### src/rtl/rob_sel_pkg.sv
// Shared helpers for the reorder-buffer head/tail selector.
// Assumes at least one thread; index width never collapses to zero.
package rob_sel_pkg;
    function automatic int tid_width(input int n);
        return (n > 1) ? $clog2(n) : 1;
    endfunction
endpackage

### src/rtl/rob_sel_qualify.sv
// Decides which threads take part in the searches and whether any
// thread may commit. Assumes inputs are stable within a cycle.
module rob_sel_qualify #(
    parameter int NUM_THREADS = 4
) (
    input  logic [NUM_THREADS-1:0] active,
    input  logic [NUM_THREADS-1:0] nonempty,
    input  logic [NUM_THREADS-1:0] head_ready,
    output logic [NUM_THREADS-1:0] eligible,
    output logic                   any_ready
);
    // Eligibility per thread and the commit reduction.
    always_comb begin
        eligible  = active & nonempty;
        any_ready = |(eligible & head_ready);
    end
endmodule

### src/rtl/rob_sel_scan.sv
// Ordered scan over thread candidates: the first eligible thread is taken
// as is, later ones replace it only on strict improvement. PICK_LOWER
// selects a minimum search (1) or a maximum search (0).
module rob_sel_scan #(
    parameter int NUM_THREADS = 4,
    parameter int SEQ_W       = 16,
    parameter bit PICK_LOWER  = 1'b1,
    localparam int TID_W      = rob_sel_pkg::tid_width(NUM_THREADS)
) (
    input  logic [NUM_THREADS-1:0]       eligible,
    input  logic [NUM_THREADS*SEQ_W-1:0] seq_flat,
    output logic                         found,
    output logic [TID_W-1:0]             pick
);
    logic [SEQ_W-1:0] seq [NUM_THREADS];
    logic [NUM_THREADS-1:0] better;
    logic [SEQ_W-1:0] best;

    // Unpack the flattened sequence bus.
    genvar g;
    generate
        for (g = 0; g < NUM_THREADS; g++) begin : g_unpack
            assign seq[g] = seq_flat[g*SEQ_W +: SEQ_W];
        end
    endgenerate

    // Walk threads in ascending index, keeping the best candidate.
    always_comb begin
        found  = 1'b0;
        pick   = '0;
        best   = '0;
        better = '0;
        for (int t = 0; t < NUM_THREADS; t++) begin
            if (PICK_LOWER) better[t] = (seq[t] < best);
            else            better[t] = (seq[t] > best);
            if (eligible[t] && (!found || better[t])) begin
                found = 1'b1;
                pick  = TID_W'(t);
                best  = seq[t];
            end
        end
    end
endmodule

### src/rtl/rob_head_tail_sel.sv
// Top: finds the global oldest-head and youngest-tail threads of a
// thread-split reorder buffer and the can-commit flag, registered once.
// Assumes sequence numbers are unique in normal use; ties break low.
module rob_head_tail_sel #(
    parameter int NUM_THREADS = 4,
    parameter int SEQ_W       = 16,
    localparam int TID_W      = rob_sel_pkg::tid_width(NUM_THREADS)
) (
    input  logic                         clk,
    input  logic                         rst_n,
    input  logic [NUM_THREADS-1:0]       thr_active,
    input  logic [NUM_THREADS-1:0]       thr_nonempty,
    input  logic [NUM_THREADS-1:0]       thr_head_ready,
    input  logic [NUM_THREADS*SEQ_W-1:0] thr_head_seq,
    input  logic [NUM_THREADS*SEQ_W-1:0] thr_tail_seq,
    output logic                         oldest_valid,
    output logic [TID_W-1:0]             oldest_tid,
    output logic                         youngest_valid,
    output logic [TID_W-1:0]             youngest_tid,
    output logic                         commit_ok
);
    logic [NUM_THREADS-1:0] eligible;
    logic                   any_ready;
    logic                   head_found, tail_found;
    logic [TID_W-1:0]       head_pick, tail_pick;

    rob_sel_qualify #(.NUM_THREADS(NUM_THREADS)) u_qual (
        .active     (thr_active),
        .nonempty   (thr_nonempty),
        .head_ready (thr_head_ready),
        .eligible   (eligible),
        .any_ready  (any_ready)
    );

    rob_sel_scan #(.NUM_THREADS(NUM_THREADS), .SEQ_W(SEQ_W), .PICK_LOWER(1'b1)) u_head (
        .eligible (eligible),
        .seq_flat (thr_head_seq),
        .found    (head_found),
        .pick     (head_pick)
    );

    rob_sel_scan #(.NUM_THREADS(NUM_THREADS), .SEQ_W(SEQ_W), .PICK_LOWER(1'b0)) u_tail (
        .eligible (eligible),
        .seq_flat (thr_tail_seq),
        .found    (tail_found),
        .pick     (tail_pick)
    );

    // Output registers with synchronous active-low reset.
    always_ff @(posedge clk) begin
        if (!rst_n) begin
            oldest_valid   <= 1'b0;
            oldest_tid     <= '0;
            youngest_valid <= 1'b0;
            youngest_tid   <= '0;
            commit_ok      <= 1'b0;
        end else begin
            oldest_valid   <= head_found;
            oldest_tid     <= head_pick;
            youngest_valid <= tail_found;
            youngest_tid   <= tail_pick;
            commit_ok      <= any_ready;
        end
    end
endmodule

### config.mk
export PLATFORM = sky130hd
export DESIGN_NAME = rob_head_tail_sel
export DESIGN_NICKNAME = d
export VERILOG_FILES = /design/src/rtl/rob_sel_pkg.sv /design/src/rtl/rob_sel_qualify.sv /design/src/rtl/rob_sel_scan.sv /design/src/rtl/rob_head_tail_sel.sv
export SDC_FILE = /design/constraint.sdc
export NUM_CORES = 1
export LEC_CHECK = 0
export BUFFER_PORTS_ARGS = -buffer_cell sky130_fd_sc_hd__buf_4
export CAP_MARGIN = 40
export CORE_MARGIN = 3
export CORE_UTILIZATION = 50
export CTS_BUF_LIST = sky130_fd_sc_hd__clkbuf_4 sky130_fd_sc_hd__clkbuf_8
export DETAILED_ROUTE_END_ITERATION = 16
export HOLD_SLACK_MARGIN = 0.02
export PLACE_DENSITY = 0.84
export SLEW_MARGIN = 20
export SYNTH_ARGS = -nofsm -noshare
export SYNTH_HDL_FRONTEND = slang
export SYNTH_SLANG_ARGS = --single-unit
### constraint.sdc
create_clock -name clk -period 10.4 [get_ports clk]
set_input_delay 2.08 -clock clk [delete_from_list [all_inputs] [get_ports clk]]
set_output_delay 2.08 -clock clk [all_outputs]
set_load 0.05 [all_outputs]
After elaboration in Yosys (flattened, before gate mapping)
Index checks and enable logic that the tools add are counted.
- bits in registers: 7
- bits of input ports: 142
- output and inout port bits: 7
- word-level logic and storage cells: 50
- $lt $le $gt $ge: 6
- multiplexer cells: 19
- bitwise gates (word level): 2
- reduce and logical (&&, ||, !) cells: 18
- operator list (kind ; count):
    16-bit 2-to-1 mux ; 6
    16-bit greater-than comparator ; 3
    16-bit < comparator ; 3
    1-bit 2-to-1 mux ; 9
    4-bit bitwise AND ; 2
    2-bit 2-to-1 mux ; 4
    1-bit logical AND ; 6
    1-bit logical OR ; 6
    1-bit zero test ; 5
    4-bit OR reduction ; 1

Depth between registers and ports, before layout
Gate-level depths: netlist of run 1.
- depth in word-level cells: 14
- mapped depth: 34
- depth with buffers taken out: 28

Modules after synthesis
From an unflattened synthesis of run 1, not the netlist that was laid out.
- cells, all modules: 476
- area total of the unflattened synthesis: 3577.2 sq um
- by module, submodules not included (module ; instances ; cells an instance ; area an instance (sq um) ; seq. area each (sq um)):
    rob_sel_scan (u_tail) ; 1 ; 243 ; 1714.1 ; 0.0
    rob_sel_scan (u_head) ; 1 ; 210 ; 1626.6 ; 0.0
    rob_head_tail_sel ; 1 ; 14 ; 183.9 ; 140.1
    rob_sel_qualify ; 1 ; 9 ; 52.6 ; 0.0

Worst setup path after synthesis of run 1
No wires, ideal clock.
- path type: input to register
- from: input port thr_active[0]
- to: register youngest_tid[0]
- setup time: 0.115 ns
- arrival time: 8.044 ns
- required time: 10.285 ns
- path slack: 2.241 ns
- stages: 34
- path buffers: 6
- path through: and2_1 clkbuf_1 clkbuf_1 buf_1 nand2_1 ha_1 nor2b_1 o21a_1 o21ai_1 a211oi_1 or4_1 a31o_1 buf_6 buf_6 a32oi_1 ha_1 a21o_1 a21o_1 a21oi_1 o211ai_1 o2111a_1 o21ai_1 clkbuf_1 nor2_1 a21o_1 ha_1 nor2b_1 o21a_1 o21a_1 o211ai_1 a21oi_1 o21ai_0 a211oi_1 o21a_1
- cells in the longest elaborated chain, start to end: 14
- elaborated cells on any way between the ends: 22
- those cells by class: 3 x order compare; 9 x mux; 1 x bitwise; 9 x reduce/logical
- RTL lines (item ; line ; text):
    start: declaration ; rob_head_tail_sel.sv:11 ; input logic [NUM_THREADS-1:0] thr_active,
    4-bit bitwise AND (*) ; rob_sel_qualify.sv:14 ; eligible = active & nonempty;
    16-bit 2-to-1 mux / 1-bit 2-to-1 mux (equally long branches) ; rob_sel_scan.sv:36 ; if (eligible[t] && (!found || better[t])) begin
    16-bit greater-than comparator / 1-bit zero test (equally long branches) ; rob_sel_scan.sv:35, rob_sel_scan.sv:36 ;
    1-bit logical OR ; rob_sel_scan.sv:36 ;
    1-bit logical AND ; rob_sel_scan.sv:36 ;
    16-bit 2-to-1 mux / 1-bit 2-to-1 mux (equally long branches) ; rob_sel_scan.sv:36 ;
    16-bit greater-than comparator / 1-bit zero test (equally long branches) ; rob_sel_scan.sv:35, rob_sel_scan.sv:36 ;
    1-bit logical OR ; rob_sel_scan.sv:36 ;
    1-bit logical AND ; rob_sel_scan.sv:36 ;
    16-bit 2-to-1 mux / 1-bit 2-to-1 mux (equally long branches) ; rob_sel_scan.sv:36 ;
    16-bit greater-than comparator / 1-bit zero test (equally long branches) ; rob_sel_scan.sv:35, rob_sel_scan.sv:36 ;
    1-bit logical OR ; rob_sel_scan.sv:36 ;
    1-bit logical AND ; rob_sel_scan.sv:36 ;
    2-bit 2-to-1 mux (*) ; rob_sel_scan.sv:36 ;
    end signal: assignment ; rob_head_tail_sel.sv:61 ; youngest_tid <= tail_pick;
    end: declaration ; rob_head_tail_sel.sv:19 ; output logic [TID_W-1:0] youngest_tid,
Every way passes the cells marked *; elsewhere a longest branch is shown, timed or not.
A chain may end at the register's enable or synchronous reset.

Worst setup path after layout of run 1
- from: input port thr_nonempty[0]
- to: register youngest_tid[0]
- cells in the longest elaborated chain, start to end: 14
- elaborated cells on any way between the ends: 22
- those cells by class: 3 x order compare; 9 x mux; 1 x bitwise; 9 x reduce/logical
- RTL lines (item ; line ; text):
    start: declaration ; rob_head_tail_sel.sv:12 ; input logic [NUM_THREADS-1:0] thr_nonempty,
    4-bit bitwise AND (*) ; rob_sel_qualify.sv:14 ;
    16-bit 2-to-1 mux / 1-bit 2-to-1 mux (equally long branches) ; rob_sel_scan.sv:36 ;
    16-bit greater-than comparator / 1-bit zero test (equally long branches) ; rob_sel_scan.sv:35, rob_sel_scan.sv:36 ;
    1-bit logical OR ; rob_sel_scan.sv:36 ;
    1-bit logical AND ; rob_sel_scan.sv:36 ;
    16-bit 2-to-1 mux / 1-bit 2-to-1 mux (equally long branches) ; rob_sel_scan.sv:36 ;
    16-bit greater-than comparator / 1-bit zero test (equally long branches) ; rob_sel_scan.sv:35, rob_sel_scan.sv:36 ;
    1-bit logical OR ; rob_sel_scan.sv:36 ;
    1-bit logical AND ; rob_sel_scan.sv:36 ;
    16-bit 2-to-1 mux / 1-bit 2-to-1 mux (equally long branches) ; rob_sel_scan.sv:36 ;
    16-bit greater-than comparator / 1-bit zero test (equally long branches) ; rob_sel_scan.sv:35, rob_sel_scan.sv:36 ;
    1-bit logical OR ; rob_sel_scan.sv:36 ;
    1-bit logical AND ; rob_sel_scan.sv:36 ;
    2-bit 2-to-1 mux (*) ; rob_sel_scan.sv:36 ;
Marked as above.

==> impl_summary.md, run 1 <==
Final layout
The count of cells in the finished layout, fillers not included, comes to 661. The number of inserted filler cells in the final layout is around 560. The leading cell type in the layout, fill and taps excluded is sky130_fd_sc_hd__buf_4.

Leaving out fill and tap cells, the most frequent cells in the layout are sky130_fd_sc_hd__buf_4 (151), sky130_fd_sc_hd__ha_1 (93), sky130_fd_sc_hd__nand2_1 (63). The share of final-layout standard cells stronger than drive strength 1 is 27.9%. The core occupancy in the finished layout is 70.3%. The area growth from synthesis to layout is 35.7%.

Summing all non-filler instances in the final layout gives an area of 0.00449 mm². The repair_antennas step left the layout with diodes totalling 0. For this run, the post-layout net count is around 820.

Synthesis
The average instance in the mapped netlist occupies 7.35 µm². Counting every net in the synthesized netlist gives 685. The number of different library cells used by synthesis comes to 49. The yosys synthesis warning count is 0. For this run, the register share of the synthesized area comes to 3.63%. After synthesis, the share of flip-flops with an asynchronous set or reset is 0%. In this run the cell area of the synthesized design comes to 0.00331 mm². The most used flip-flop cell after synthesis is sky130_fd_sc_hd__dfxtp_1.

After technology mapping, the gate count stands at 450. The number of flip-flops and latches in the synthesized netlist is 6. The count of flip-flops with a built-in enable after synthesis is 0.

Floorplan
The initial standard-cell utilization of the core is 51.8%. The core area is 0.00639 mm². During I/O placement, the number of pins put on the boundary was 149.

The site row count is 29. The die width is 87.3 µm. The die area is 0.00763 mm². The die height is 87.3 µm.

Clock network
The hold-fix buffer count after cts is 0. After clock tree synthesis, the repair step resized 0 gates. The clock tree from TritonCTS is yes. The number of sinks handled by clock tree synthesis is 6. The post-CTS setup-driven buffer insertion count is 0. The maximum count of clock buffers along a single path is 2. The total number of H-tree levels is 1. After clock tree synthesis, the clock-pin slew on the worst setup and hold paths is approximately 0.040 ns.

The number of buffers added by the clock tree synthesis step is 3. The tree is rooted in a sky130_fd_sc_hd__clkbuf_8.

GRT
Global routing consumed, on the met1 layer, 39.1% of the routing resources. In the global route stage, met2 resource usage came out at between 40% and 50%. The remaining global-route overflow is 0. Entering global routing, the biggest net connects between 40 and 50 pins. The number of antenna violations at the first check in global routing was 0. In the global route stage, overall resource usage came out at 28.6%. The wire length of the first global-routing pass is 17.6 mm. The met3 usage in global routing is 1.04%.

The global routing stage identified its most utilized layer as met2. The number of global-route vias before repair is ~3800.

STA
Setup repair after global routing left no endpoint under its margin. The relative slew slack is between 40% and 50%. The worst path needs 8.54 ns of the cycle, external delays included.

After routing, the total negative slack on setup checks comes to 0 ns. The hold violation count in the final report was 0. Setup violations remaining at the end of the flow were counted as 0. After layout, the worst setup slack is 1.86 ns. The period utilization is between 80 and 90%. The final-layout worst hold slack is 2.10 ns. The slew of the pin with the lowest slew margin is 0.784 ns. The total count of max-transition violations in the final report is 0. The upper clock frequency limit is 117 MHz.

Detailed routing
For this run, the detailed router's first-pass iteration total came to 4. For this block, the initial DRC count from the detailed router was 170. In the routed layout, each cell is associated on average with a via count of 5.95.

Dividing the detail-routed wire length by the instance count gives 16.8 µm. The sum of routed wire length over all layers is 11.1 mm. The detail route stage leaves a number of antenna-violating nets equal to 0. The total vias in the final route is between 3000 and 4000. In the routed design, unresolved DRC markers number 0.

Setup path
The worst setup path is captured at a register. The cell class contributing the biggest share of worst-path delay is compound AO/OA/AOI/OAI gates. The category of the worst setup path launch point is an input pin. The stage delay of the slowest cell on the critical path is 0.65 ns.

For the worst setup path, the data required time is 10.52 ns. The count of buffering cells on the critical path with inverters included is 2. On the critical path, the stage with the largest delay is an instance of sky130_fd_sc_hd__and2_2. The critical setup path kind is in2reg. The worst path arrival time is approximately 8.7 ns.

The cell type with the highest occurrence count on the critical path is sky130_fd_sc_hd__o21a_1. In this run the worst path has a maximum fanout of 46.

Place
The placer's final routability congestion estimate is roughly 1. The half-perimeter wire length of the detailed placement result is 9.84 mm. OpenSTA, run right after detailed placement, puts the worst setup slack at 1.69 ns. The instance count after placement with tap cells included is 658. Input and output buffers added on the ports amount to 148. The post-placement cell area is about 0.0044 mm².

Hold path
The path class of the tightest hold or removal check is in2reg.

Power
The maximum vdd drop is 0.0000962 V. The overall power after layout is ~0.29 mW. The total power per unit cell area is 65.1 mW/mm². The static leakage power is about 2.2 nW.

Job
The tool flagged a number of max-cap violations equal to 0.

Status
The run finished with clean final reports.
[cell type report]
type / count / area (µm²) / area share (%)
tap: 77 / 96.3 / 2.15
timing repair buffer: 151 / 1130 / 25.3
sequential: 6 / 120 / 2.68
inverter: 9 / 33.8 / 0.753
clock buffer: 3 / 41.3 / 0.920
multi-input combinational: 415 / 3060 / 68.2
[flip-flops by register name, summed over array words and instances (netlist names)]
| register | cells |
|---|---|
| youngest_valid | 1 |
| oldest_tid | 2 |
| youngest_tid | 2 |
| commit_ok | 1 |
[kinds of logic after synthesis]
kind of cell | share of synthesized area, %
simple gates | 23.9
flops | 3.63
compound gates | 32.7
buf+inv | 4.12
mux | 0.454
fa+ha+maj | 35.2
[metal layers]
| layer | wire length, µm | vias up |
|---|---|---|
| met5 | 0 | - |
| met4 | 311 | 0 |
| met3 | 606 | 29 |
| met2 | 5280 | 133 |
| met1 | 4930 | 1775 |
| li1 | - | 1996 |
[cell usage after synthesis, types with 3 or more instances]
cell type / n / area share, %
sky130_fd_sc_hd__ha_1: 93 / 35
sky130_fd_sc_hd__nor2_1: 28 / 3.2
sky130_fd_sc_hd__and3_1: 4 / 0.76
sky130_fd_sc_hd__nand2_1: 63 / 7.2
sky130_fd_sc_hd__a211oi_1: 6 / 1.4
sky130_fd_sc_hd__a32oi_2: 3 / 1.5
sky130_fd_sc_hd__buf_2: 4 / 0.61
sky130_fd_sc_hd__nand3_1: 11 / 1.7
sky130_fd_sc_hd__inv_1: 9 / 1.0
sky130_fd_sc_hd__and2_1: 3 / 0.57
sky130_fd_sc_hd__o21a_1: 11 / 2.5
sky130_fd_sc_hd__dfxtp_1: 6 / 3.6
sky130_fd_sc_hd__clkbuf_1: 9 / 1.0
sky130_fd_sc_hd__a21oi_1: 23 / 3.5
sky130_fd_sc_hd__o21ai_0: 29 / 4.4
sky130_fd_sc_hd__buf_1: 3 / 0.34
sky130_fd_sc_hd__nor2b_1: 22 / 4.2
sky130_fd_sc_hd__a21o_1: 23 / 5.2
sky130_fd_sc_hd__nor3_1: 5 / 0.76
sky130_fd_sc_hd__o21bai_1: 3 / 0.68
sky130_fd_sc_hd__nand2b_1: 4 / 0.76
sky130_fd_sc_hd__o211ai_1: 8 / 1.8
sky130_fd_sc_hd__a31oi_1: 19 / 3.6
sky130_fd_sc_hd__nand4_1: 15 / 2.8
sky130_fd_sc_hd__a32oi_1: 13 / 3.4
sky130_fd_sc_hd__o21ai_1: 5 / 0.76
[final timing paths]
check | from | endpoint | slack (ns) | depth (start not counted)
worst max-delay path | thr_nonempty[0] | youngest_tid[0] | 1.86 | 30
worst min-delay path | rst_n | youngest_tid[1] | 2.10 | 2
[report_power, final]
group | leakage (nW) | switching, mW | internal (mW)
Combinational | 2.14 | 0.120 | 0.110
Sequential | 0.0498 | 0.000724 | 0.0255
Clock | 0.0216 | 0.0108 | 0.0249
Total | 2.21 | 0.131 | 0.161
Note: power is estimated with default switching activity, not from simulation.
==> run 2, diff against run 1 <==
==> constraint.sdc (replaced) <==
create_clock -name clk -period 7.9 [get_ports clk]
set_input_delay 1.58 -clock clk [delete_from_list [all_inputs] [get_ports clk]]
set_output_delay 1.58 -clock clk [all_outputs]
set_load 0.05 [all_outputs]
==> run 2 against run 1 <==
Compared with the run above: via count grew 3.2%; sequential power up 31%; core utilization up 0.76 points; routed wire length barely moved; sequential share of layout area about the same; cell area up 1.1%; clock-buffer cell count did not move; worst hold slack got worse by 0.49 ns; non-clock buffer count grew 4; clock power is 33% higher; critical path depth fell by 3.
==> impl_summary.md, run 2 (synthesis gave the netlist of run 1 again) <==
Setup path
The stage delay of the slowest cell on the critical path is 0.42 ns (-0.23 ns). The worst path arrival time is 7.60 ns (-1.06 ns). The cell type with the highest occurrence count on the critical path is sky130_fd_sc_hd__a21oi_1. The category of the worst setup path launch point is an input pin. The critical path is of the in2reg type. The count of buffering cells on the critical path with inverters included is 3 (+1). The cell class contributing the biggest share of worst-path delay is compound AO/OA/AOI/OAI gates. The largest driver fanout on the critical path is 30 (-35%).

The cell type of the slowest stage on the worst timing path is sky130_fd_sc_hd__a21bo_2. The required time at the worst-slack endpoint was 8.05 ns (-2.47 ns). STA classifies the critical path endpoint as a register.

Place
The half-perimeter wire length of the detailed placement result came to 9.94 mm (+0.97%). The placer's final routability congestion estimate is 0.971 (-0.66%). The count of input and output buffers is 148 (unchanged).

Floorplan
The die height is 87.3 µm (unchanged). The site row count is 29 (unchanged). The initial standard-cell utilization of the core is 51.8% (unchanged). The core area came to 0.00639 mm² (unchanged). The die area is 0.00763 mm² (unchanged). The boundary pin count came to 149 (unchanged). The die width is 87.3 µm (unchanged).

Final layout
The post-layout net count came to 825 (+0.49%). The core occupancy in the finished layout is 71.0% (+0.76 points). In the final layout, the registers with the most flip-flops are oldest_tid (2), youngest_tid (2).

The number of antenna diodes came to 0 (unchanged). The share of final-layout standard cells stronger than drive strength 1 is 28.4% (+0.49 points). The growth of design area from synthesis to finish is 37.2%. The leading cell type in the layout, fill and taps excluded is sky130_fd_sc_hd__buf_4. The library cells used most frequently in the layout, excluding fill and tap cells, are sky130_fd_sc_hd__buf_4 (153), sky130_fd_sc_hd__ha_1 (93), sky130_fd_sc_hd__nand2_1 (63).

GRT
The met2 track demand over resource is 48.6% (+0.41 points). The remaining global-route overflow came to 0 (unchanged). The global-route usage over all layers came to 27.9% (-0.67 points).

The wire length of the first global-routing pass is 17.5 mm (-0.86%). The met1 capacity usage during global routing is 38.4% (-0.71 points). The number of antenna violations at the first check in global routing is 0 (unchanged). The number of global-route vias before repair is 3910 (+2.0%).

met2 is the most crowded layer. The met3 usage in global routing is 1.80% (+0.76 points). The maximum number of pins on one net before global-route repair is 31 (-34%).

Status
The flow ran to the end, and the final reports show no timing, DRC or antenna violations.

Detailed routing
The number of nets still failing antenna checks after routing came to 0 (unchanged). The ratio of routed vias to standard cells was 6.10 (+2.5%). The first-pass iteration count of the detailed router is 5 (+1). The detail-routed net length per standard cell is 16.7 µm (-0.53%).

The DRC violation total after the first TritonRoute iteration was 223 (+31%). The sum of routed wire length over all layers came to 11.1 mm (about the same). The post-detailed-route DRC marker count is 0 (unchanged). The total vias in the final route is 4057 (+3.2%).

Job
The total of max-cap violations was 0 (unchanged).

Clock network
The maximum count of clock buffers along a single path came to 2 (unchanged). The post-CTS setup-driven buffer insertion count is 0 (unchanged). CTS placed an instance of sky130_fd_sc_hd__clkbuf_8 at the clock tree root.

The total number of H-tree levels is 1 (unchanged). TritonCTS built the clock tree. The number of sinks handled by clock tree synthesis came to 6 (unchanged).

The clock slew seen by the registers of the worst setup and hold paths is 0.04 ns (about the same). The number of buffers added by the clock tree synthesis step is 3 (unchanged).

STA
The final-layout worst hold slack is 1.61 ns (-0.490 ns). The final critical delay including setup and external delays is 7.46 ns. The worst path uses 94.4% of the clock period.

The total negative setup slack came to 0 ns (unchanged). The total count of max-transition violations in the final report was 0 (unchanged). Static timing analysis puts the maximum clock frequency at 134 MHz. The hold violation count in the final report is 0 (unchanged). The count of final setup violators is 0 (unchanged). The slew of the pin with the lowest slew margin is 0.546 ns (-0.238 ns). The relative slew slack is 63.3% (+16 points). Setup repair after global routing left no endpoint under its margin.

Power
The overall power after layout is 0.390 mW (+34%). The static leakage power is 2.24 nW (+1.2%). The maximum vdd drop is 0.0000967 V (+0.50%).

The total power per unit cell area was 85.9 mW/mm² (+32%).

Hold path
The tightest min-delay check is of the in2reg type.
run 2: layout make-up:
cell class | instances | area, µm²
inverters | 9 | 33.8
well taps | 77 | 96.3
fillers | 556 | 1850
clock buffers | 3 | 41.3
repair buffers | 155 | 1180
multi-input cells | 415 | 3060
flip-flops and latches | 6 | 120
run 2: repair_timing:
item                                    CTS  global route
hold buffers                              0             0
resized for setup                         0             3
endpoints found under the setup margin    0             2
endpoints found under the hold margin     0             0
run 2: where the power goes:
group          leakage, nW  switching (mW)  internal, mW
logic                 2.17           0.159         0.149
clock network       0.0216          0.0147        0.0329
registers           0.0498        0.000880        0.0336
run 2: per-stage QoR:
step / setup slack (ns) / area (µm²) / std cells
finish: 0.442 / 4540 / 665
global route: 0.0450 / 4540 / 665
CTS: 0.262 / 4530 / 665
detailed placement: 0.0332 / 4490 / 662
global placement: 0.304 / 4490 / 662
floorplan: 0.241 / 3310 / 450
run 2: per-layer routing:
layer / wire, µm / vias up
met5: 0 / -
met4: 119 / 0
met3: 833 / 15
met2: 5270 / 173
met1: 4910 / 1854
li1: - / 2015
run 2: worst paths after layout:
check	start	cells past startpoint	slack, ns	endpoint
hold / removal	rst_n	2	1.61	youngest_tid[1]
setup / recovery	thr_active[0]	27	0.44	oldest_tid[1]
